<file path="config.mk">
export PLATFORM = sky130hd
export DESIGN_NAME = usb_suspend_ctrl
export DESIGN_NICKNAME = d
export VERILOG_FILES = /design/src/rtl/usbsc_pkg.sv /design/src/rtl/usbsc_sync.sv /design/src/rtl/usbsc_rst_qual.sv /design/src/rtl/usbsc_idle_tmr.sv /design/src/rtl/usbsc_pm_fsm.sv /design/src/rtl/usb_suspend_ctrl.sv
export SDC_FILE = /design/constraint.sdc
export NUM_CORES = 1
export LEC_CHECK = 0
export BUFFER_PORTS_ARGS = -buffer_cell sky130_fd_sc_hd__buf_4
export CAP_MARGIN = 40
export CORE_UTILIZATION = 60
export CTS_CLUSTER_DIAMETER = 40
export CTS_CLUSTER_SIZE = 8
export DETAILED_ROUTE_END_ITERATION = 7
export PLACE_DENSITY = 0.76
export SLEW_MARGIN = 5
export SYNTH_ARGS = -nofsm -noshare
export SYNTH_HDL_FRONTEND = slang
export SYNTH_SLANG_ARGS = --single-unit
</file>
<file path="constraint.sdc">
create_clock -name clk -period 7 [get_ports clk]
set_clock_uncertainty 0.15 [all_clocks]
set_input_delay 1.75 -clock clk [delete_from_list [all_inputs] [get_ports clk]]
set_output_delay 1.75 -clock clk [all_outputs]
set_load 0.05 [all_outputs]
</file>
<file path="src/rtl/usbsc_pkg.sv">
package usbsc_pkg;

  typedef enum logic [1:0] {
    ST_UNCFG  = 2'd0,
    ST_ACTIVE = 2'd1,
    ST_SUSP   = 2'd2,
    ST_RESUME = 2'd3
  } pm_state_t;

  // Resume drive length in cycles; a zero request is widened to one millisecond.
  function automatic int unsigned resume_cycles(input logic [3:0] ms, input int unsigned per_ms);
    int unsigned m;
    m = (ms == 4'd0) ? 32'd1 : 32'(ms);
    return m * per_ms;
  endfunction

  function automatic logic is_suspended(input pm_state_t s);
    return (s == ST_UNCFG) || (s == ST_SUSP);
  endfunction

endpackage

</file>
<file path="src/rtl/usbsc_sync.sv">
module usbsc_sync #(
  parameter int W = 1,
  parameter logic [W-1:0] RST_VAL = '0
) (
  input  logic         clk,
  input  logic         rst_n,
  input  logic [W-1:0] d,
  output logic [W-1:0] q
);
  for (genvar i = 0; i < W; i++) begin : g_bit
    logic s1, s2;
    always_ff @(posedge clk or negedge rst_n) begin
      if (!rst_n) begin
        s1 <= RST_VAL[i];
        s2 <= RST_VAL[i];
      end else begin
        s1 <= d[i];
        s2 <= s1;
      end
    end
    assign q[i] = s2;
  end
endmodule

</file>
<file path="src/rtl/usbsc_rst_qual.sv">
module usbsc_rst_qual #(
  parameter int MIN_CYC = 720
) (
  input  logic clk,
  input  logic rst_n,
  input  logic pin_s,
  output logic dev_rst
);
  localparam int CW = $clog2(MIN_CYC + 1);
  localparam logic [CW-1:0] LIMIT = CW'(MIN_CYC);

  logic [CW-1:0] low_cnt;

  always_ff @(posedge clk or negedge rst_n) begin
    if (!rst_n)                low_cnt <= '0;
    else if (pin_s)            low_cnt <= '0;
    else if (low_cnt != LIMIT) low_cnt <= low_cnt + 1'b1;
  end

  assign dev_rst = (low_cnt == LIMIT);

  p_release_r7: assert property (@(posedge clk) disable iff (!rst_n)
    pin_s |=> !dev_rst);
  p_qual_low_r7: assert property (@(posedge clk) disable iff (!rst_n)
    $rose(dev_rst) |-> $past(!pin_s));
endmodule

</file>
<file path="src/rtl/usbsc_idle_tmr.sv">
module usbsc_idle_tmr #(
  parameter int IDLE_CYC = 144000
) (
  input  logic clk,
  input  logic rst_n,
  input  logic clr,
  input  logic idle_s,
  output logic susp_det
);
  localparam int CW = $clog2(IDLE_CYC + 1);
  localparam logic [CW-1:0] LIMIT = CW'(IDLE_CYC);

  logic [CW-1:0] idle_cnt;

  always_ff @(posedge clk or negedge rst_n) begin
    if (!rst_n)                 idle_cnt <= '0;
    else if (clr || !idle_s)    idle_cnt <= '0;
    else if (idle_cnt != LIMIT) idle_cnt <= idle_cnt + 1'b1;
  end

  assign susp_det = (idle_cnt == LIMIT);

  p_idle_hist_r1: assert property (@(posedge clk) disable iff (!rst_n)
    susp_det |-> $past(idle_s && !clr));
endmodule

</file>
<file path="src/rtl/usbsc_pm_fsm.sv">
module usbsc_pm_fsm
  import usbsc_pkg::*;
#(
  parameter int CYC_PER_MS = 48000
) (
  input  logic      clk,
  input  logic      rst_n,
  input  logic      dev_rst,
  input  logic      cfg_done,
  input  logic      susp_det,
  input  logic      res_s,
  input  logic      brst_s,
  input  logic      wake_req,
  input  logic [3:0] resume_ms,
  output pm_state_t state_q,
  output logic      sus_hi,
  output logic      sus_lo_n,
  output logic      res_drv
);
  localparam int RCW = $clog2(15 * CYC_PER_MS + 1);

  pm_state_t      state_nxt;
  logic [RCW-1:0] rcnt_q, rcnt_nxt;

  always_comb begin
    state_nxt = state_q;
    rcnt_nxt  = rcnt_q;
    if (dev_rst) begin
      state_nxt = ST_UNCFG;
    end else begin
      unique case (state_q)
        ST_UNCFG:  if (cfg_done) state_nxt = ST_ACTIVE;
        ST_ACTIVE: if (susp_det) state_nxt = ST_SUSP;
        ST_SUSP: begin
          if (res_s || brst_s) begin
            state_nxt = ST_ACTIVE;
          end else if (wake_req) begin
            state_nxt = ST_RESUME;
            rcnt_nxt  = RCW'(resume_cycles(resume_ms, CYC_PER_MS) - 1);
          end
        end
        ST_RESUME: begin
          if (brst_s || rcnt_q == '0) state_nxt = ST_ACTIVE;
          else                        rcnt_nxt  = rcnt_q - 1'b1;
        end
        default: state_nxt = ST_UNCFG;
      endcase
    end
  end

  always_ff @(posedge clk or negedge rst_n) begin
    if (!rst_n) begin
      state_q  <= ST_UNCFG;
      rcnt_q   <= '0;
      sus_hi   <= 1'b1;
      sus_lo_n <= 1'b0;
      res_drv  <= 1'b0;
    end else begin
      state_q  <= state_nxt;
      rcnt_q   <= rcnt_nxt;
      sus_hi   <= is_suspended(state_nxt);
      sus_lo_n <= !is_suspended(state_nxt);
      res_drv  <= (state_nxt == ST_RESUME);
    end
  end

  p_complement_r2: assert property (@(posedge clk) disable iff (!rst_n)
    sus_hi != sus_lo_n);
  p_cfg_hold_r3: assert property (@(posedge clk) disable iff (!rst_n)
    (state_q == ST_UNCFG && !cfg_done) |=> sus_hi);
  p_bus_wake_r4: assert property (@(posedge clk) disable iff (!rst_n)
    (state_q == ST_SUSP && res_s && !dev_rst) |=> !sus_hi);
  p_bus_rst_r5: assert property (@(posedge clk) disable iff (!rst_n)
    ((state_q == ST_SUSP || state_q == ST_RESUME) && brst_s && !dev_rst) |=> (!sus_hi && !res_drv));
  p_drive_src_r6: assert property (@(posedge clk) disable iff (!rst_n)
    $rose(res_drv) |-> $past(state_q == ST_SUSP && wake_req));
  p_devrst_r7: assert property (@(posedge clk) disable iff (!rst_n)
    dev_rst |=> sus_hi);
endmodule

</file>
<file path="src/rtl/usb_suspend_ctrl.sv">
module usb_suspend_ctrl
  import usbsc_pkg::*;
#(
  parameter int RST_MIN_CYC = 720,
  parameter int IDLE_CYC    = 144000,
  parameter int CYC_PER_MS  = 48000
) (
  input  logic       clk,
  input  logic       rst_n,
  input  logic       ext_rst_n,
  input  logic       line_idle,
  input  logic       line_resume,
  input  logic       line_reset,
  input  logic       wake_req,
  input  logic       cfg_done,
  input  logic [3:0] resume_ms,
  output logic       suspend_hi,
  output logic       suspend_lo_n,
  output logic       resume_drive
);
  logic [2:0] line_s;
  logic       pin_s;
  logic       idle_s, res_s, brst_s;
  logic       dev_rst_evt;
  logic       susp_det_evt;
  logic       idle_clr;
  pm_state_t  state;

  usbsc_sync #(.W(3), .RST_VAL(3'b000)) u_line_sync (
    .clk(clk), .rst_n(rst_n),
    .d({line_idle, line_resume, line_reset}), .q(line_s)
  );
  usbsc_sync #(.W(1), .RST_VAL(1'b1)) u_pin_sync (
    .clk(clk), .rst_n(rst_n), .d(ext_rst_n), .q(pin_s)
  );

  assign idle_s = line_s[2];
  assign res_s  = line_s[1];
  assign brst_s = line_s[0];

  usbsc_rst_qual #(.MIN_CYC(RST_MIN_CYC)) u_rst_qual (
    .clk(clk), .rst_n(rst_n), .pin_s(pin_s), .dev_rst(dev_rst_evt)
  );

  assign idle_clr = (state != ST_ACTIVE) || brst_s;

  usbsc_idle_tmr #(.IDLE_CYC(IDLE_CYC)) u_idle_tmr (
    .clk(clk), .rst_n(rst_n), .clr(idle_clr), .idle_s(idle_s), .susp_det(susp_det_evt)
  );

  usbsc_pm_fsm #(.CYC_PER_MS(CYC_PER_MS)) u_fsm (
    .clk(clk), .rst_n(rst_n), .dev_rst(dev_rst_evt), .cfg_done(cfg_done),
    .susp_det(susp_det_evt), .res_s(res_s), .brst_s(brst_s),
    .wake_req(wake_req), .resume_ms(resume_ms), .state_q(state),
    .sus_hi(suspend_hi), .sus_lo_n(suspend_lo_n), .res_drv(resume_drive)
  );

  p_enter_r1: assert property (@(posedge clk) disable iff (!rst_n)
    (state == ST_ACTIVE && susp_det_evt && !dev_rst_evt) |=> suspend_hi);
  p_no_drive_active_r6: assert property (@(posedge clk) disable iff (!rst_n)
    (state == ST_ACTIVE) |=> !resume_drive);
endmodule

</file>
# Yosys cells after proc, flatten, opt, wreduce, memory -nomap -nowiden

Cells that the tools add are included.

Output and inout port bits: 3
Word-level logic and storage cells: 65
Bits of input ports: 12
Register bits: 61

Reductions and logical operators: 15
Multiplexer cells: 16
Bitwise gates (word level): 1
Equal/unequal tests: 13
Multiply operators: 1
Add/sub/neg operators: 4

Operators with widths:

| operator                                            | number |
|---|---|
| two-way mux 20 bit                                  | 3 |
| case mux 20 bit (2 select lines)                    | 1 |
| subtractor 20 x 1 -> 20 bit, second input constant  | 2 |
| two-way mux 18 bit                                  | 2 |
| multiplier 32 x 9 -> 13 bit, second input constant  | 1 |
| logical NOT 20 bit                                  | 1 |
| two-way mux 10 bit                                  | 2 |
| adder 18 x 1 -> 18 bit, second input constant       | 1 |
| equality test 18 bit, second input constant         | 1 |
| inequality test 18 bit, second input constant       | 1 |
| two-way mux 2 bit                                   | 6 |
| adder 10 x 1 -> 10 bit, second input constant       | 1 |
| equality test 10 bit, second input constant         | 1 |
| inequality test 10 bit, second input constant       | 1 |
| equality test 2 bit, second input constant          | 4 |
| case mux 2 bit (4 select lines)                     | 1 |
| inequality test 2 bit, second input constant        | 3 |
| nonzero test 2 bit                                  | 3 |
| logical OR 1 bit                                    | 5 |
| AND reduction 5 bit                                 | 1 |
| logical NOT 2 bit                                   | 2 |
| logical NOT 4 bit                                   | 1 |
| two-way mux 4 bit                                   | 1 |
| equality test 2 x 1 -> 1 bit, second input constant | 1 |
| 3 further kinds                                     | 4 |

# Logic depth before layout (Yosys ltp)

Gate-level depths: netlist of run 1.

Depth in word-level cells: 8
Depth in mapped cells: 18
Mapped depth without buffers: 16

# Modules after synthesis

From an unflattened synthesis of run 1, not the netlist that was laid out.

Cell total of the unflattened synthesis: 454
Area total of the unflattened synthesis: 4185.3 um2

Modules (own cells, without submodules):

| module                    | cells each | area each (um2) | sequential area each (um2) | instances |
|---|---|---|---|---|
| usbsc_pm_fsm              | 274        | 2354.8          | 601.8                      | 1 |
| usbsc_idle_tmr            | 112        | 1033.5          | 450.4                      | 1 |
| usbsc_rst_qual            | 56         | 563.0           | 250.2                      | 1 |
| usbsc_sync at u_line_sync | 9          | 172.7           | 150.1                      | 1 |
| usbsc_sync at u_pin_sync  | 2          | 52.6            | 52.6                       | 1 |
| usb_suspend_ctrl          | 1          | 8.8             | 0.0                        | 1 |

# Worst setup path after synthesis of run 1

No wires, ideal clock.

Path type: in2reg
From: input port resume_ms[2]
To: register u_fsm.rcnt_q[19]
Path buffers: 1
Path slack: 1252 ps
Library setup time: 129 ps
Required time: 6721 ps
Data arrival time: 5469 ps
Stages on the path: 16
Path through: inv_1 -> ha_1 -> or3b_2 -> and2_1 -> ha_1 -> ha_1 -> ha_1 -> fa_1 -> xnor2_1 -> nor3b_4 -> o21ai_2 -> or4_4 -> buf_6 -> nor4_4 -> xor2_1 -> o21ai_1

Word-level cells in the longest chain between the ends: 7

Ends and longest elaborated chain:

| what                                 | line                   | source |
|---|---|---|
| start, declared                      | usb_suspend_ctrl.sv:16 | `input logic [3:0] resume_ms,` |
| logical NOT 4 bit                    | usbsc_pkg.sv:13        | `m = (ms == 4'd0) ? 32'd1 : 32'(ms);` |
| two-way mux 4 bit (*)                | usbsc_pkg.sv:13        |  |
| multiplier 32 x 9 -> 13 bit (*)      | usbsc_pkg.sv:14        | `return m * per_ms;` |
| subtractor 20 x 1 -> 20 bit (*)      | usbsc_pm_fsm.sv:39     | `rcnt_nxt = RCW'(resume_cycles(resume_ms, CYC_PER_MS) - 1);` |
| two-way mux 20 bit (*)               | usbsc_pm_fsm.sv:37     | `end else if (wake_req) begin` |
| two-way mux 20 bit (*)               | usbsc_pm_fsm.sv:35     | `if (res_s \|\| brst_s) begin` |
| case mux 20 bit (2 select lines) (*) | usbsc_pm_fsm.sv:31     | `unique case (state_q)` |
| end signal, assigned                 | usbsc_pm_fsm.sv:60     | `rcnt_q <= rcnt_nxt;` |
| end, declared                        | usbsc_pm_fsm.sv:23     | `logic [RCW-1:0] rcnt_q, rcnt_nxt;` |

Every way passes the cells marked *; elsewhere a longest branch is shown, timed or not. The select of a mux whose other input is x is not followed.
A chain may end at the register's enable or synchronous reset.

# Worst setup path after layout of run 1

From: input port resume_ms[3]
To: register u_fsm.rcnt_q[19]

Same word-level chain as after synthesis.

==> flow_summary.ini, run 1 <==
[yosys]
ys_seq_area_share_pct = 38.4
synth_area_um2 = 3920
synth_warnings = 0
postSynthAreaPerCell_um2 = 9.02
synthFlopType = dfrtp_1
yosysUniqueCellTypes = 65
netlist_instances = 435
synth-async-reset-ratio_pct = 100
syn-num-nets = 472
synth_edf_count = 0
ys_ff_latch = 60

[place]
dpl_cell_area_um2 = 4050
port_buffers = 14
dp_hpwl_um = 5730
pre_cts_slack_ns = 0.932
placed_cells = 510
gp_congestion = 0.930

[die]
start_util_pct = 62.1
die_w_um = 82.9
rows = 29
fp.coreArea_um2 = 6310
ios = 15
die_h_um = 82.9
die-area_um2 = 6870

[setup_path]
reg2reg_to = u_fsm.rcnt_q[18]
critPathSlowestCell = or4_4
reg2reg_depth = 11
crit_start = resume_ms[3]
critPathMaxFanout = 6
crit_path_end = u_fsm.rcnt_q[19]
worstSetupStartpointType = input pin
regToRegStartpoint = u_rst_qual.low_cnt[0]
cp.required_ns = 7.07
cp_slowest_stage_delay_ns = 0.55
cp_data_arrival_time_ns = 5.77
r2r_slack_ns = 3.77
path_cells = buf_4, inv_1, ha_1, or3b_2, and2_1, ha_1, ha_1, ha_1, fa_1, xnor2_1, nor3b_4, o21ai_2, or4_4, nor4_4, xor2_1, o21ai_1
path_class = in2reg
crit_top_cell = ha_1
crit_path_end_kind = flop

[timing]
tightest_slew_ns = 0.777
tns_ns = 0
period_needed_ns = 5.70
fin_crit_sh_pct = 81.5
slew_headroom_pct = 47.9
drv_slew = 0
fmax_mhz = 175
setup_slack_ns = 1.30
setup_violations = 0
hold_viol = 0
rsz0062_at_grt = false

[detailed_routing]
wl_per_cell_um = 15.1
wl_um = 7950
drt_iter0_drc = 252
antenna_left = 0
first_pass_iters = 5
drc_errors = 0
avgViaCountPerCell = 6.08
vias = 3204

[finish]
final_area_um2 = 4230
layout_commonest_cell = dfrtp_1
area_growth_pct = 7.78
stdcell_count = 527
nets = 482
layout_common_cells = dfrtp_1 (57), nor2_1 (55), nand2_1 (34)
drive_gt1_share_pct = 11.6
antenna_cells = 0

[pwr]
ir_drop_uv = 157
switching_share_pct = 33.5
power_density_nw_per_um2 = 208
p_comb_share_pct = 26.6
total_power_uw = 880
p_leak_nw = 1.75
power_frac_clock_pct = 31.1
p_seq_share_pct = 42.3
p_sw_uw = 295
intPower_uw = 585

[cts]
cts-buffers-inserted = 9
cts_setup_buffers = 0
worstSkewPairLatency_ns = 0.34
max-clock-path-buffers = 2
cts-resized-gates = 0
cts_num_sinks = 60
postCtsHoldBufs = 0
path_clk_slew_ns = 0.07
cts_tree = done
cts_max_level = 3
cts_root_buf = clkbuf_8

[grt]
gr-usage-all-layers_pct = 25.0
grt_pass1_vias = 3024
grt_max_degree = 61
antenna_found_initial = 0
overflow = 0
grt_pass1_wl_um = 13800

[min_path]
hold_depth = 0
hp-class = reg2reg

[run]
maxCapViolations = 0

[run_status]
status = completed
==> cells in the mapped netlist, types with 3 or more instances <==
cell type   n  share of area [%]
nand2_1    34                3.3
clkbuf_1   14                1.3
dfrtp_1    57                 36
nand4_1     8                1.3
or3_1       4               0.64
xnor2_1    16                3.6
nand3b_1    5               0.96
nor3_1     11                1.4
mux2i_1     4                1.0
a31oi_1     8                1.3
nor2_1     55                5.3
ha_1       21                6.7
and3_1      4               0.64
nand3_1    20                2.6
dfstp_2     3                2.0
xor2_1     22                4.9
nor4_1      7                1.1
nand2b_1    3               0.48
inv_1      22                2.1
o21ai_0    12                1.5
fa_1        4                2.0
o21ai_1     9                1.1
o21a_1      3               0.57
a21o_1      5               0.96
o22ai_1     6               0.96
a21oi_1    28                3.6
==> routing by layer <==
metal / wire, um / global-route usage (%) / part of all wire [%]
met5: 0 / 0 / 0
met4: 136 / 9.72 / 1.7
met3: 417 / 6.16 / 5.2
met2: 3710 / 39.3 / 47
met1: 3690 / 33.3 / 46
==> power by group through the flow <==
stage / Sequential [mW] / Clock (mW) / Combinational, mW
floorplan: 0.374 / 0 / 0.184
global placement: 0.378 / 0 / 0.223
detailed placement: 0.378 / 0 / 0.229
CTS: 0.372 / 0.285 / 0.231
global route: 0.374 / 0.298 / 0.261
finish: 0.373 / 0.274 / 0.234
==> worst min path at each step <==
stage                            start                 endpoint
4_1_cts        u_line_sync.g_bit[0].s1  u_line_sync.g_bit[0].s2
5_1_grt        u_line_sync.g_bit[1].s1  u_line_sync.g_bit[1].s2
3_5_place_dp   u_line_sync.g_bit[0].s1  u_line_sync.g_bit[0].s2
3_3_place_gp   u_line_sync.g_bit[1].s1  u_line_sync.g_bit[1].s2
2_1_floorplan  u_line_sync.g_bit[0].s1  u_line_sync.g_bit[0].s2
6_report       u_line_sync.g_bit[0].s1  u_line_sync.g_bit[0].s2
==> kinds of logic after synthesis <==
kind of cell | Yosys count | share of synthesized area [%]
AND/OR/NAND/NOR | 176 | 23.8
AO/OA/AOI/OAI | 90 | 14.7
multiplexers | 4 | 1.02
flip-flops | 60 | 38.4
adder cells (fa/ha/maj) | 25 | 8.74
XOR/XNOR | 39 | 8.90
buffers and inverters | 41 | 4.50
==> critical path: cells and delay by family <==
kind,cells,cell delay [ns]
simple gates,5,1.79
fa+ha+maj,5,1.47
xor+xnor,2,0.41
buf+inv,2,0.19
compound gates,2,0.17
==> cell type report <==
type                    instances  area [um^2]
multi-input cells             334         2240
inverters                      23         86.3
fillers                       528         2080
clock buffers                   9          124
clock inverters                 7         53.8
repair buffers                 17          121
well taps                      77         96.3
flip-flops and latches         60         1510
==> sequential cells by signal, summed over array words and instances, names as in the netlist <==
name / count
u_idle_tmr.idle_cnt: 18
u_pin_sync.g_bit.s1: 1
u_fsm.rcnt_q: 20
u_rst_qual.low_cnt: 10
u_line_sync.g_bit.s2: 3
u_line_sync.g_bit.s1: 3
u_fsm.sus_hi: 1
u_fsm.res_drv: 1
u_fsm.state_q: 2
u_pin_sync.q: 1
==> metrics by stage <==
stage	hold slack [ns]	util, %
floorplan	0.181	-
global placement	0.187	63.9
detailed placement	0.188	64.1
CTS	0.204	66.9
global route	0.208	67.0
finish	0.202	67.0
Power figures use the tool's default switching activity.
==> run 2, diff against run 1 <==
Clock period 7 ns to 5.8 ns, I/O delays scaled along.
==> run 2 against run 1 <==
Net effect:
- global-route usage is 1.3 points lower
- setup slack got worse by 0.93 ns
- wire length shrank 4.2%
- cell area increased by 1.8%
- power is 33% higher
- clock power grew 58%
- combinational power up 23%
- non-clock buffer count rose by 1
- via count down 1.6%
- critical endpoint unchanged
- highest routed layer unchanged
==> flow_summary.ini, run 2 (synthesis results as in run 1) <==
[finish]
antenna_cells = 0
layout_common_cells = dfrtp_1 (57), nor2_1 (55), nand2_1 (34)
largest_reg_flops = 20
drive_gt1_share_pct = 12.0
largestRegisters = u_fsm.rcnt_q: 20 flops, u_idle_tmr.idle_cnt: 18 flops, u_rst_qual.low_cnt: 10 flops
max_flop_register = u_fsm.rcnt_q
nets = 483
layout_commonest_cell = dfrtp_1
final_area_um2 = 4300
area_growth_pct = 9.69

[cts]
postCtsHoldBufs = 0
path_clk_slew_ns = 0.07
cts-resized-gates = 0
cts_max_level = 3
cts_setup_buffers = 0
cts_num_sinks = 60
cts-buffers-inserted = 9
cts_root_buf = clkbuf_8
cts_tree = done
max-clock-path-buffers = 2
worstSkewPairLatency_ns = 0.34

[setup_path]
crit_path_end_kind = flop
path_cells = buf_4, inv_1, ha_1, or3b_2, and2_1, ha_1, ha_1, ha_1, fa_1, xnor2_1, nor3b_4, o21ai_2, or4_4, nor4_4, xor2_1, o21ai_1
path_class = in2reg
critPathMaxFanout = 6
cp.required_ns = 5.86
crit_top_cell = ha_1
critPathSlowestCell = or4_4
cp_data_arrival_time_ns = 5.49
worstSetupStartpointType = input pin
reg2reg_depth = 11
cp_slowest_stage_delay_ns = 0.55

[grt]
overflow = 0
antenna_found_initial = 0
gr-usage-all-layers_pct = 23.7
grt_max_degree = 61
grt_pass1_vias = 2877
grt_pass1_wl_um = 13300

[pwr]
p_leak_nw = 1.79
ir_drop_uv = 236
power_density_nw_per_um2 = 272

[timing]
period_needed_ns = 5.44
setup_violations = 0
hold_viol = 0
fmax_mhz = 184
rsz0062_at_grt = false
tightest_slew_ns = 0.821
tns_ns = 0
slew_headroom_pct = 44.5
drv_slew = 0
fin_crit_sh_pct = 93.8

[run]
maxCapViolations = 0

[detailed_routing]
avgViaCountPerCell = 5.97
first_pass_iters = 5
vias = 3154
wl_per_cell_um = 14.4
antenna_left = 0
wl_um = 7620
drt_iter0_drc = 221
drc_errors = 0

[place]
port_buffers = 14
gp_congestion = 0.881
dp_hpwl_um = 5530
dpl_cell_area_um2 = 4070

[die]
die_h_um = 82.9
rows = 29
fp.coreArea_um2 = 6310
ios = 15
die-area_um2 = 6870
die_w_um = 82.9
start_util_pct = 62.1

[run_status]
status = completed

[min_path]
hp-class = reg2reg
hold_depth = 0
[run 2: cell types whose count changed in the layout (fill, tap and decap cells not counted), moves of 2 or more]
cell,previous run,this run
clkbuf_8,9,11
clkinv_4,3,1
buf_4,15,17
bufinv_16,0,2
[run 2: final cells by class]
cell class | count | area, um^2
clock inverter | 5 | 83.8
fill | 508 | 2010
timing repair buffer | 18 | 139
inverter | 23 | 86.3
clock buffer | 11 | 151
tap | 77 | 96.3
multi-input combinational | 334 | 2240
sequential | 60 | 1510
[run 2: worst max-delay path: cells and delay by family]
| kind | cells | cell delay (ns) |
|---|---|---|
| AO/OA/AOI/OAI | 2 | 0.17 |
| XOR/XNOR | 2 | 0.41 |
| buffers and inverters | 2 | 0.18 |
| adder cells (fa/ha/maj) | 5 | 1.48 |
| AND/OR/NAND/NOR | 5 | 1.78 |
[run 2: path summary, 6_finish.rpt]
path / from / to / slack (ns)
min in group asynchronous: rst_n / u_fsm.rcnt_q[1] / 1.02
max in group asynchronous: rst_n / u_idle_tmr.idle_cnt[17] / 3.99
hold reg to reg: u_line_sync.g_bit[0].s1 / u_line_sync.g_bit[0].s2 / 0.20
setup / recovery: resume_ms[3] / u_fsm.rcnt_q[19] / 0.36
setup reg to reg: u_rst_qual.low_cnt[0] / u_fsm.rcnt_q[18] / 2.43
hold / removal: u_line_sync.g_bit[0].s1 / u_line_sync.g_bit[0].s2 / 0.20
[run 2: stage by stage]
stage	power, mW	std cells	utilization [%]	hold WS, ns	setup WS, ns
after floorplan	0.673	435	-	0.181	0.352
after global placement	0.731	510	64.1	0.185	0.180
after detailed placement	0.740	512	64.4	0.186	0.0127
after CTS	1.17	528	68.2	0.201	0.364
after global routing	1.23	528	68.2	0.213	0.167
final	1.17	528	68.2	0.200	0.362
[run 2: where the power goes]
part / internal [mW] / switching [mW] / total [mW]
sequential: 0.434 / 0.0154 / 0.449
clock: 0.266 / 0.167 / 0.433
combinational: 0.120 / 0.167 / 0.287
total: 0.819 / 0.350 / 1.17
[run 2: per-layer routing]
| layer | track usage, % | vias up | part of all wire (%) | wire length [um] |
|---|---|---|---|---|
| met3 | 6.06 | 21 | 4.9 | 376 |
| met2 | 35.4 | 78 | 45 | 3420 |
| met5 | 0 | - | 0 | 0 |
| met4 | 10.3 | 0 | 2.5 | 189 |
| li1 | - | 1558 | - | - |
| met1 | 32.7 | 1497 | 48 | 3630 |
